## src/rtl/tmr_pkg.sv

```systemverilog
// Shared types and constants for the timer register slave.
// Assumes a 16-bit register file addressed in words within a small window.
package tmr_pkg;
    typedef enum logic [2:0] {
        RS_NONE,
        RS_CFG,
        RS_IVR,
        RS_CTRL,
        RS_STAT,
        RS_PRE
    } reg_sel_e;

    localparam logic [1:0] SZ_BYTE = 2'b00;
    localparam logic [1:0] SZ_WORD = 2'b01;
    localparam logic [1:0] SZ_LONG = 2'b10;

    localparam int W_CFG  = 0;
    localparam int W_IVR  = 1;
    localparam int W_CTRL = 2;
    localparam int W_STAT = 3;
    localparam int W_PRE  = 4;

    localparam logic [7:0] IVR_RESET = 8'h0F;
endpackage

```

## src/rtl/tmr_decode.sv

```systemverilog
// Word-offset decoder for one 16-bit half of an access.
// Input MSB set means the half lies past the window and is reserved.
// Outputs the selected register and whether the current privilege refuses it.
module tmr_decode
    import tmr_pkg::*;
#(
    parameter int IDX_W = 5
) (
    input  logic [IDX_W:0] widx,
    input  logic           supv,
    input  logic           lock,
    output reg_sel_e       sel,
    output logic           deny
);
    // Map the word index onto a register.
    always_comb begin
        sel = RS_NONE;
        if (!widx[IDX_W]) begin
            if      (widx[IDX_W-1:0] == IDX_W'(W_CFG))  sel = RS_CFG;
            else if (widx[IDX_W-1:0] == IDX_W'(W_IVR))  sel = RS_IVR;
            else if (widx[IDX_W-1:0] == IDX_W'(W_CTRL)) sel = RS_CTRL;
            else if (widx[IDX_W-1:0] == IDX_W'(W_STAT)) sel = RS_STAT;
            else if (widx[IDX_W-1:0] == IDX_W'(W_PRE))  sel = RS_PRE;
        end
    end

    // Privilege check: fixed supervisor set, plus the LOCK-gated set.
    always_comb begin
        deny = 1'b0;
        if (!supv) begin
            if (sel == RS_CFG || sel == RS_IVR)
                deny = 1'b1;
            else if (lock && (sel == RS_CTRL || sel == RS_STAT || sel == RS_PRE))
                deny = 1'b1;
        end
    end
endmodule

```

## src/rtl/tmr_regs.sv

```systemverilog
// Register storage and read mux for the timer slave, serving two halves.
// Assumes the two halves of one access never select the same register.
module tmr_regs
    import tmr_pkg::*;
(
    input  logic        clk,
    input  logic        rst_n,
    input  logic [1:0]  wr_en,
    input  reg_sel_e    sel   [2],
    input  logic [1:0]  mask  [2],
    input  logic [15:0] wdat  [2],
    input  logic        st_to,
    input  logic        st_tc,
    input  logic        st_cmp,
    input  logic [7:0]  st_po,
    input  logic        pin_in,
    output logic [15:0] rdat  [2],
    output logic        lock,
    output logic [7:0]  ivr,
    output logic        ivr_set,
    output logic [1:0]  oc,
    output logic        run
);
    logic [15:0] pre;

    // Apply the writes of both halves, dropping read-only fields.
    always_ff @(posedge clk) begin
        if (!rst_n) begin
            lock    <= 1'b1;
            ivr     <= IVR_RESET;
            ivr_set <= 1'b0;
            oc      <= 2'b00;
            run     <= 1'b0;
            pre     <= 16'h0000;
        end else begin
            for (int h = 0; h < 2; h++) begin
                if (wr_en[h]) begin
                    case (sel[h])
                        RS_CFG:  if (mask[h][1]) lock <= wdat[h][15];
                        RS_IVR:  if (mask[h][0]) begin
                                     ivr     <= wdat[h][7:0];
                                     ivr_set <= 1'b1;
                                 end
                        RS_CTRL: if (mask[h][0]) begin
                                     oc  <= wdat[h][1:0];
                                     run <= wdat[h][2];
                                 end
                        RS_PRE:  begin
                                     if (mask[h][1]) pre[15:8] <= wdat[h][15:8];
                                     if (mask[h][0]) pre[7:0]  <= wdat[h][7:0];
                                 end
                        default: ;
                    endcase
                end
            end
        end
    end

    // Read mux per half; a stopped timer masks the datapath flags.
    always_comb begin
        for (int h = 0; h < 2; h++) begin
            case (sel[h])
                RS_CFG:  rdat[h] = {lock, 15'b0};
                RS_IVR:  rdat[h] = {8'h00, ivr};
                RS_CTRL: rdat[h] = {13'b0, run, oc};
                RS_STAT: rdat[h] = run ? {st_po, 4'b0, st_to, st_tc, st_cmp, pin_in}
                                       : {8'hFF, 7'b0, pin_in};
                RS_PRE:  rdat[h] = pre;
                default: rdat[h] = 16'h0000;
            endcase
        end
    end
endmodule

```

## src/rtl/tmr_outctl.sv

```systemverilog
// Timer output pin driver. A stopped timer uses the two-bit static code;
// a running timer passes the datapath level through.
module tmr_outctl (
    input  logic [1:0] oc,
    input  logic       run,
    input  logic       tmr_lvl,
    output logic       tout,
    output logic       tout_oe
);
    // Select the pin level and drive enable.
    always_comb begin
        if (run) begin
            tout_oe = 1'b1;
            tout    = tmr_lvl;
        end else begin
            tout_oe = (oc != 2'b00);
            tout    = (oc == 2'b11);
        end
    end
endmodule

```

## src/rtl/tmr_bus_slave.sv

```systemverilog
// Top of the timer register slave: window match, access sizing, privilege,
// zero-wait termination and interrupt-acknowledge vector supply.
// Assumes big-endian byte lanes and a window of 2**OFS_W bytes at BASE.
module tmr_bus_slave
    import tmr_pkg::*;
#(
    parameter int          AW    = 24,
    parameter int          OFS_W = 6,
    parameter logic [23:0] BASE  = 24'h000600
) (
    input  logic          clk,
    input  logic          rst_n,
    input  logic          cyc,
    input  logic          wr,
    input  logic [1:0]    size,
    input  logic [AW-1:0] addr,
    input  logic          supv,
    input  logic [31:0]   wdata,
    output logic [31:0]   rdata,
    output logic          ack,
    output logic          berr,
    input  logic          iack,
    input  logic          iack_win,
    output logic [7:0]    vec,
    output logic          vec_valid,
    output logic          spurious,
    input  logic          st_to,
    input  logic          st_tc,
    input  logic          st_cmp,
    input  logic [7:0]    st_po,
    input  logic          tmr_lvl,
    input  logic          pin_in,
    output logic          tout,
    output logic          tout_oe
);
    localparam int IDX_W = OFS_W - 1;
    localparam logic [AW-1:0] BASE_A = AW'(BASE);

    logic           hit, is_long, is_byte, deny_any;
    logic [1:0]     act, hden, wr_en;
    logic [IDX_W:0] widx [2];
    reg_sel_e       hsel [2];
    logic [1:0]     mask [2];
    logic [15:0]    wdat [2];
    logic [15:0]    rdat [2];
    logic           lock, ivr_set, run;
    logic [7:0]     ivr;
    logic [1:0]     oc;

    // Window match and size decode.
    assign hit     = cyc && (addr[AW-1:OFS_W] == BASE_A[AW-1:OFS_W]);
    assign is_long = (size == SZ_LONG);
    assign is_byte = (size == SZ_BYTE);
    assign act     = {is_long, 1'b1};

    // Word indices of the two halves; a carry marks a half past the window.
    assign widx[0] = {1'b0, addr[OFS_W-1:1]};
    assign widx[1] = widx[0] + (IDX_W+1)'(1);

    for (genvar h = 0; h < 2; h++) begin : g_half
        tmr_decode #(.IDX_W(IDX_W)) u_dec (
            .widx (widx[h]),
            .supv (supv),
            .lock (lock),
            .sel  (hsel[h]),
            .deny (hden[h])
        );
    end

    // Termination: refusal of any active half refuses the whole access.
    assign deny_any = |(act & hden);
    assign berr     = hit && deny_any;
    assign ack      = hit && !deny_any;
    assign wr_en    = (ack && wr) ? act : 2'b00;

    // Byte lanes and write data per half.
    assign mask[0] = is_byte ? (addr[0] ? 2'b01 : 2'b10) : 2'b11;
    assign mask[1] = 2'b11;
    assign wdat[0] = is_long ? wdata[31:16]
                   : (is_byte ? {wdata[7:0], wdata[7:0]} : wdata[15:0]);
    assign wdat[1] = wdata[15:0];

    tmr_regs u_regs (
        .clk     (clk),
        .rst_n   (rst_n),
        .wr_en   (wr_en),
        .sel     (hsel),
        .mask    (mask),
        .wdat    (wdat),
        .st_to   (st_to),
        .st_tc   (st_tc),
        .st_cmp  (st_cmp),
        .st_po   (st_po),
        .pin_in  (pin_in),
        .rdat    (rdat),
        .lock    (lock),
        .ivr     (ivr),
        .ivr_set (ivr_set),
        .oc      (oc),
        .run     (run)
    );

    tmr_outctl u_out (
        .oc      (oc),
        .run     (run),
        .tmr_lvl (tmr_lvl),
        .tout    (tout),
        .tout_oe (tout_oe)
    );

    // Read data assembly: long puts the lower address in the high word.
    always_comb begin
        rdata = 32'h0;
        if (ack && !wr)
            rdata = is_long ? {rdat[0], rdat[1]} : {16'h0, rdat[0]};
    end

    // Interrupt acknowledge: vector if programmed, otherwise spurious.
    assign vec_valid = iack && iack_win && ivr_set;
    assign spurious  = iack && iack_win && !ivr_set;
    assign vec       = vec_valid ? ivr : 8'h00;
endmodule

```

## config.mk

```make
export PLATFORM = sky130hd
export DESIGN_NAME = tmr_bus_slave
export DESIGN_NICKNAME = d
export VERILOG_FILES = /design/src/rtl/tmr_pkg.sv /design/src/rtl/tmr_decode.sv /design/src/rtl/tmr_regs.sv /design/src/rtl/tmr_outctl.sv /design/src/rtl/tmr_bus_slave.sv
export SDC_FILE = /design/constraint.sdc
export NUM_CORES = 1
export LEC_CHECK = 0
export ABC_AREA = 0
export ABC_CLOCK_PERIOD_IN_PS = 3200
export BUFFER_PORTS_ARGS = -buffer_cell sky130_fd_sc_hd__clkbuf_2
export CORE_MARGIN = 4
export CORE_UTILIZATION = 40
export DETAILED_ROUTE_END_ITERATION = 8
export PLACE_DENSITY = 0.72
export SYNTH_ARGS = -nofsm -noshare
export SYNTH_HDL_FRONTEND = slang
export SYNTH_SLANG_ARGS = --single-unit
```

## constraint.sdc

```tcl
create_clock -name clk -period 3.2 [get_ports clk]
set_input_delay 0.64 -clock clk [delete_from_list [all_inputs] [get_ports clk]]
set_output_delay 0.64 -clock clk [all_outputs]
set_load 0.1 [all_outputs]
```

=== Yosys cells after proc, flatten, opt, wreduce, memory -nomap -nowiden ===
Index checks and enable logic that the tools add are counted.

* Logic and storage cells: 114
* Register bits: 29

* Bitwise logic cells: 1
* Multiplexer cells: 61
* Reduce and logical (&&, ||, !) cells: 24
* Add/sub/neg operators: 1
* Equal/unequal tests: 21

{| class="wikitable"
|+ Operators by type and width
! cell !! count
|-
| $pmux W16 S5 || 2
|-
| $mux W16 || 7
|-
| $mux W32 || 2
|-
| $mux W8 || 8
|-
| $mux W3 || 11
|-
| $mux W1 || 23
|-
| $eq A5 B2 Y1 const B || 4
|-
| $eq A18 B5 Y1 const B || 1
|-
| $mux W2 || 8
|-
| $eq A3 B2 Y1 const B || 4
|-
| $eq A3 B3 Y1 const B || 4
|-
| $eq A5 B1 Y1 const B || 2
|-
| $eq A5 B3 Y1 const B || 2
|-
| $logic_and A1 B1 Y1 || 10
|-
| $logic_not A5 Y1 || 2
|-
| $add A5 B1 Y6 const B || 1
|-
| $eq A3 B1 Y1 const B || 2
|-
| $logic_or A1 B1 Y1 || 6
|-
| $eq A2 B2 Y1 const B || 2
|-
| $logic_not A1 Y1 || 3
|-
| $and A2 B2 Y2 || 1
|-
| $logic_not A2 Y1 || 1
|-
| $reduce_bool A2 Y1 || 1
|-
| $reduce_or A2 Y1 || 1
|}

=== Depth between registers and ports, before layout ===
Gate-level depths: netlist of the first run.

* Word-level depth: 24
* Gate-level depth with buffers: 9
* Depth with buffers taken out: 5

=== Hierarchy ===
Synthesis of the first run repeated with hierarchy kept, for this count alone.

* Cell total of the unflattened synthesis: 484
* Area, all modules: 3460.8 sq um

{| class="wikitable"
|+ By module, submodules not included
! module !! cells an instance !! seq. area each (sq um) !! times used !! area each (sq um)
|-
| tmr_regs || 285 || 580.6 || 1 || 2037.0
|-
| tmr_bus_slave || 173 || 0.0 || 1 || 1247.4
|-
| tmr_decode || 11 || 0.0 || 2 || 78.8
|-
| tmr_outctl || 4 || 0.0 || 1 || 18.8
|}

=== Least setup slack after synthesis of the first run ===
Ideal clock, no wire load.

* Path kind: input to output
* Start point: in addr[8]
* End point: out rdata[28]
* Required time: 2560 ps
* Stages: 8
* Arrival time: 3600 ps
* Setup slack: -1040 ps
* Cell sequence: nor4b_4 nand4_4 or4_4 buf_6 or2_1 buf_6 buf_6 nor2b_1

* Cells in the longest elaborated chain, start to end: 5

{| class="wikitable"
|+ Ends and longest elaborated chain
! what !! RTL line !! RTL
|-
| start: declaration || tmr_bus_slave.sv:16 || <nowiki>input logic [AW-1:0] addr,</nowiki>
|-
| $eq A18 B5 Y1 || tmr_bus_slave.sv:51 || <nowiki>assign hit = cyc && (addr[AW-1:OFS_W] == BASE_A[AW-1:OFS_W]);</nowiki>
|-
| $logic_and A1 B1 Y1 || tmr_bus_slave.sv:51 ||
|-
| $logic_and A1 B1 Y1 || tmr_bus_slave.sv:73 || <nowiki>assign ack = hit && !deny_any;</nowiki>
|-
| $logic_and A1 B1 Y1 || tmr_bus_slave.sv:114 || <nowiki>if (ack && !wr)</nowiki>
|-
| $mux W32 || tmr_bus_slave.sv:114 ||
|-
| end: declaration || tmr_bus_slave.sv:19 || <nowiki>output logic [31:0] rdata,</nowiki>
|}

Every way passes these cells.

=== Final worst setup path of the first run ===
* Start point: in addr[11]
* End point: out rdata[24]

The elaborated chain is that of the path after synthesis.

==> out/qor.txt, run 1 <==
Status: finished, final reports clean
Synth Instances: 381
RSZ-0062 raised after global routing: false
Min-Delay Path Class: flop to flop
Mux share of post-synthesis cell area: 0.1112
Max-slew violations: 0
Worst skew pair latency: 0.28 ns
Clk_skew: 0.004489 ns
Fin nets: 595
Clk buf depth: 2
Clk pin slew, worst setup/hold paths: 0.06 ns
Chip height: 92.03 microns
Top_reg_cell synth: dfxtp_1
GP Congestion: 0.9321
Ant diodes: 0
Port Buffer Count: 123
CP Capture Type: output port
Fin crit period: 3.091 ns
Post-synthesis adder-cell area fraction: 0
Sequential element share of the synthesized area: 0.2056
CORE AREA: 0.006832 sq mm
Max_slew headroom: 0.4495
CP arrival: 2.45 ns
Final core occ: 0.6557
Starting Density: 0.4134
Routed Antenna Nets: 0
Post-Place Cells: 606
Ports: 124
Crit-path max cell delay: 0.52 ns
Xor and xnor fraction of the mapped netlist area: 0
Worst Setup Path Type: input pin to output port
Grt ovf: 0
Power per cell area: 210.4 mW/mm^2
Number of DRC markers in iteration 0: 274
GR Util All Layers: 0.2524
Vias in the first global route: 3,490
H-tree lvl count: 2
Drt drc: 0
FFs w/ async S/R, synth: 0
Setup tns final: 0 ns
CP max FO: 6
Synthesis-to-finish area growth: 58.62%
Vias: 3,637
CP most frequent cell: buf_12
Share of cells above drive strength 1: 0.4015
First-pass GRT wire length: 17,200 microns
Sink Count: 29
Crit-path cells: clkbuf_2 > or3b_4 > or4_4 > or2_4 > buf_12 > nor2b_4 > buf_12
Pre-CTS setup slack: -0.07410 ns
Crit-path leading delay family: simple AND/OR/NAND/NOR gates
Die span in x: 92.03 microns
Core Rows: 30
Synth Area in Simple Gates: 0.3567
Final worst-path cycle share: 0.9661
Fmax: 323.5 MHz
CP required: 2.56 ns
DP Area: 0.004320 sq mm
Root buf cell: clkbuf_8
Postcts setup bufs: 0
Synth unique cells: 60
Post-Syn Area: 0.002824 sq mm
CTS tree: done
Largest family of logic cells by synthesized area: simple AND/OR/NAND/NOR gates
Mean Syn Cell Area: 7.412 sq um
Die area: 0.008469 sq mm
Drt first pass iters: 5
Static leakage: 1.830 nW
#FFs+latches synth: 29
Antenna violations before repair: 0
Drt total wl: 10,870 microns
Syn_nets: 459
Pin count of the biggest net entering global routing: 28
Final Hold Fails: 0
Crit-path slowest cell: or4_4
CP Buf/Inv Count: 3
WL/cell: 17.70 microns
Number of CTS-inserted buffers: 5
VDD IR max: 0.2216 mV
CP Launch Type: input pin
Post-DP HPWL: 8689 microns
Final instance area: 0.004479 sq mm
Finished Layout Cells: 614
Vias per Instance: 5.923
YS warnings: 0
Slew of the pin with the lowest slew margin: 0.8221 ns
Final setup viols: 0
Max-cap violations: 0
Post-synth EDFFs: 0
Compound-Gate Fraction of Synth Area: 0.2805
Setup WS post-layout: 0.1086 ns
==> layout make-up <==
type	count	area, sq um
multi-input cells	324	2280
well taps	96	120.1
flip-flops and latches	29	580.6
fillers	605	2352
clock buffers	7	86.33
clock inverters	1	30.03
inverters	1	3.754
repair buffers	156	1379
==> cell usage in the layout, fill, tap and decap left out, types with 11 or more instances in the layout <==
cell type / count
buf_12: 34
mux2i_1: 28
nor2b_1: 11
and2_1: 14
o21ai_0: 33
nand2_1: 47
a21oi_1: 12
buf_4: 30
nand3_1: 14
clkbuf_2: 90
dfxtp_1: 29
a22oi_1: 17
nor2_1: 19
==> through the flow <==
stage,power [W],hold slack [ns]
6_report,0.0009424,0.4934
5_1_grt,0.0009775,0.5047
4_1_cts,0.0009403,0.4938
3_5_place_dp,0.0005513,0.4820
3_3_place_gp,0.0005478,0.4784
2_1_floorplan,0.0004551,0.4547
==> worst paths after layout <==
kind | from | to | slack (ns) | depth (start not counted)
worst min register to register | u_regs.pre[6]$_SDFF_PN0_ | u_regs.pre[6]$_SDFF_PN0_ | 0.49 | 1
worst max register to register | u_regs.lock$_SDFF_PN1_ | u_regs.pre[1]$_SDFF_PN0_ | 1.14 | 4
worst max-delay path | addr[11] | rdata[24] | 0.11 | 7
worst min-delay path | u_regs.pre[6]$_SDFF_PN0_ | u_regs.pre[6]$_SDFF_PN0_ | 0.49 | 1
==> cells in the mapped netlist (3+ instances only) <==
library cell,number,area [sq um]
a21oi_1,14,70.07
a222oi_1,3,30.03
a22oi_1,17,127.6
a31oi_1,3,18.77
and2_1,14,87.58
and3_1,5,31.28
buf_6,3,33.78
clkbuf_1,21,78.83
dfxtp_1,29,580.6
mux2_2,3,33.78
mux2i_1,28,280.3
nand2_1,47,176.4
nand2b_1,4,25.02
nand3_1,14,70.07
nand4_1,9,56.30
nor2_1,33,123.9
nor2b_1,20,125.1
nor3_1,6,30.03
o211ai_1,4,30.03
o21ai_0,34,170.2
o22a_1,5,43.79
o22ai_1,8,50.05
o2bb2ai_1,10,87.58
==> where the power goes <==
group	switching [W]	leakage (nW)	total [W]	internal (W)
sequential	0.0000000000751	0.234	0.000361	0.000361
combinational	0.000106	1.54	0.000187	0.0000814
clock	0.000141	0.0585	0.000394	0.000254
==> state kept, by name (all words and copies together), names as in the netlist <==
name and cells:
u_regs.ivr_set 1, u_regs.run 1, u_regs.ivr 8, u_regs.oc 2
u_regs.lock 1, u_regs.pre 16
==> what timing repair did <==
item | in CTS | in global routing
hold buffers | 0 | 0
gates resized for setup | 3 | 7
setup endpoints to repair | 15 | 13
pin swaps | 1 | 3
==> kinds of logic after synthesis <==
family                 after synthesis
buffers and inverters               28
multiplexers                        31
AO/OA/AOI/OAI                      116
flip-flops                          29
AND/OR/NAND/NOR                    177
==> metal layers <==
metal / part of all wire / routed length (microns) / vias up / global-route usage
li1: - / - / 1703 / -
met1: 0.38 / 4164 / 1685 / 0.3051
met2: 0.49 / 5282 / 217 / 0.4398
met3: 0.10 / 1134 / 32 / 0.05250
met4: 0.026 / 286 / 0 / 0.09035
met5: 0 / 0 / - / 0
No activity file was read; power rests on OpenSTA's default activity.
==> inputs of run 2 (changes only) <==
--- a/config.mk
+++ b/config.mk
@@ -10,6 +10,7 @@
 export BUFFER_PORTS_ARGS = -buffer_cell sky130_fd_sc_hd__clkbuf_2
 export CORE_MARGIN = 4
 export CORE_UTILIZATION = 40
+export CTS_CLUSTER_DIAMETER = 100
 export DETAILED_ROUTE_END_ITERATION = 8
 export PLACE_DENSITY = 0.72
 export SYNTH_ARGS = -nofsm -noshare
==> constraint.sdc (replaced) <==
create_clock -name clk -period 3.2 [get_ports clk]
set_input_delay 0.64 -clock clk [delete_from_list [all_inputs] [get_ports clk]]
set_output_delay 0.64 -clock clk [all_outputs]
set_load 0.05 [all_outputs]
==> out/qor.txt, run 2 (synthesized netlist as in run 1, its figures left out) <==
Status: finished, final reports clean
Die span in x: 92.03 microns
Most frequent cells in the layout: clkbuf_2, nand2_1, o21ai_0
Final worst-path cycle share: 0.9589
Max-slew violations: 0
Crit-path leading delay family: simple AND/OR/NAND/NOR gates
Clk pin slew, worst setup/hold paths: 0.06 ns
WL/cell: 17.61 microns
Number of CTS-inserted buffers: 5
Share of cells above drive strength 1: 0.4023
Clk_skew: 0.004935 ns
H-tree lvl count: 2
VDD IR max: 0.2920 mV
Fin crit period: 3.068 ns
CP max FO: 8
Drt first pass iters: 5
CTS tree: done
Power per cell area: 187.6 mW/mm^2
Hold_ws: 0.4888 ns
Crit-path slowest cell: or4b_2
Met1 global-route usage: 0.3312
Starting Density: 0.4134
Crit-path cells: clkbuf_2 > or4b_2 > nor3b_1 > o21ai_0 > a21o_1 > a21oi_2 > buf_12
Largest regs: u_regs.pre: 16 flops, u_regs.ivr: 8 flops, u_regs.oc: 2 flops
Ant diodes: 0
Final setup viols: 0
Clk buf depth: 2
Drt drc: 0
Fin nets: 594
Max-cap violations: 0
CORE AREA: 0.006832 sq mm
CP required: 2.56 ns
GR peak layer: met2
Worst skew pair latency: 0.28 ns
Antenna violations before repair: 0
RSZ-0062 raised after global routing: false
Chip height: 92.03 microns
First-pass GRT wire length: 17,220 microns
Number of DRC markers in iteration 0: 369
Most common cell after layout, fill and taps aside: clkbuf_2
Root buf cell: clkbuf_8
Vias: 3,585
Worst Setup Path Type: input pin to output port
Routed Antenna Nets: 0
GR Util All Layers: 0.2494
Final Hold Fails: 0
Core Rows: 30
Postcts setup bufs: 0
Pin count of the biggest net entering global routing: 28
Fmax: 325.9 MHz
Drt total wl: 10,790 microns
Grt ovf: 0
Largest register by flop count: u_regs.pre
Post-Place Cells: 605
CP Buf/Inv Count: 2
Vias in the first global route: 3,565
Ports: 124
Max_slew headroom: 0.6184
Vias per Instance: 5.848
Sink Count: 29
CP Launch Type: input pin
Post-DP HPWL: 8676 microns
CTS Hold Buffers Added: 0
Static leakage: 1.795 nW
Finished Layout Cells: 613
CP arrival: 2.43 ns
CP Capture Type: output port
Port Buffer Count: 123
Crit-path max cell delay: 0.77 ns
Grt met3 use: 0.02789
Met2 Track Usage GR: 0.4234
Synthesis-to-finish area growth: 56.23%
Die area: 0.008469 sq mm
Max reg flops: 16
Min-Delay Path Class: flop to flop
GP Congestion: 0.9512
Slew of the pin with the lowest slew margin: 0.5716 ns
run 2: cell types whose count changed in the layout (fill, tap and decap cells not counted), sizes merged:
cell,before,now
clkinv,0,2
bufinv,1,0
buf,66,64
run 2: final timing paths:
check / cells after the start / slack [ns] / end / from
hold reg to reg: 1 / 0.49 / u_regs.pre[5]$_SDFF_PN0_ / u_regs.pre[5]$_SDFF_PN0_
hold / removal: 1 / 0.49 / u_regs.pre[5]$_SDFF_PN0_ / u_regs.pre[5]$_SDFF_PN0_
setup reg to reg: 5 / 1.16 / u_regs.pre[11]$_SDFF_PN0_ / u_regs.lock$_SDFF_PN1_
setup / recovery: 7 / 0.13 / rdata[2] / addr[5]
run 2: where the power goes:
group	internal, W	total (W)	switching (W)
Combinational	0.0000770	0.000179	0.000102
Sequential	0.000361	0.000361	0.0000000000674
Clock	0.000150	0.000288	0.000137
run 2: layer usage:
metal / vias to the layer above / wire length [microns]
met2: 201 / 5221
li1: 1704 / -
met1: 1667 / 4376
met4: 0 / 155
met5: - / 0
met3: 13 / 1039
run 2: area by class of cell:
cell class	instances	area, sq um
clock inverters	2	10.01
repair buffers	155	1349
fillers	620	2420
flip-flops and latches	29	580.6
clock buffers	6	72.57
inverters	1	3.754
multi-input cells	324	2276
well taps	96	120.1
run 2: metrics by stage:
step	area (sq um)	total power (W)	setup TNS, ns	setup slack, ns	utilization
global route	4412	0.0008608	0	0.06660	0.6458
finish	4412	0.0008278	0	0.1316	0.6458
CTS	4404	0.0008272	0	0.03043	0.6447
global placement	4319	0.0005391	0	0.02354	0.6322
floorplan	2985	0.0004517	-1.580	-0.2264	-
detailed placement	4319	0.0005436	-0.05421	-0.03068	0.6322
run 2: what timing repair did:
action,4_1_cts,5_1_grt
setup endpoints to repair,5,3
gates resized for setup,1,2
pin swaps,0,3
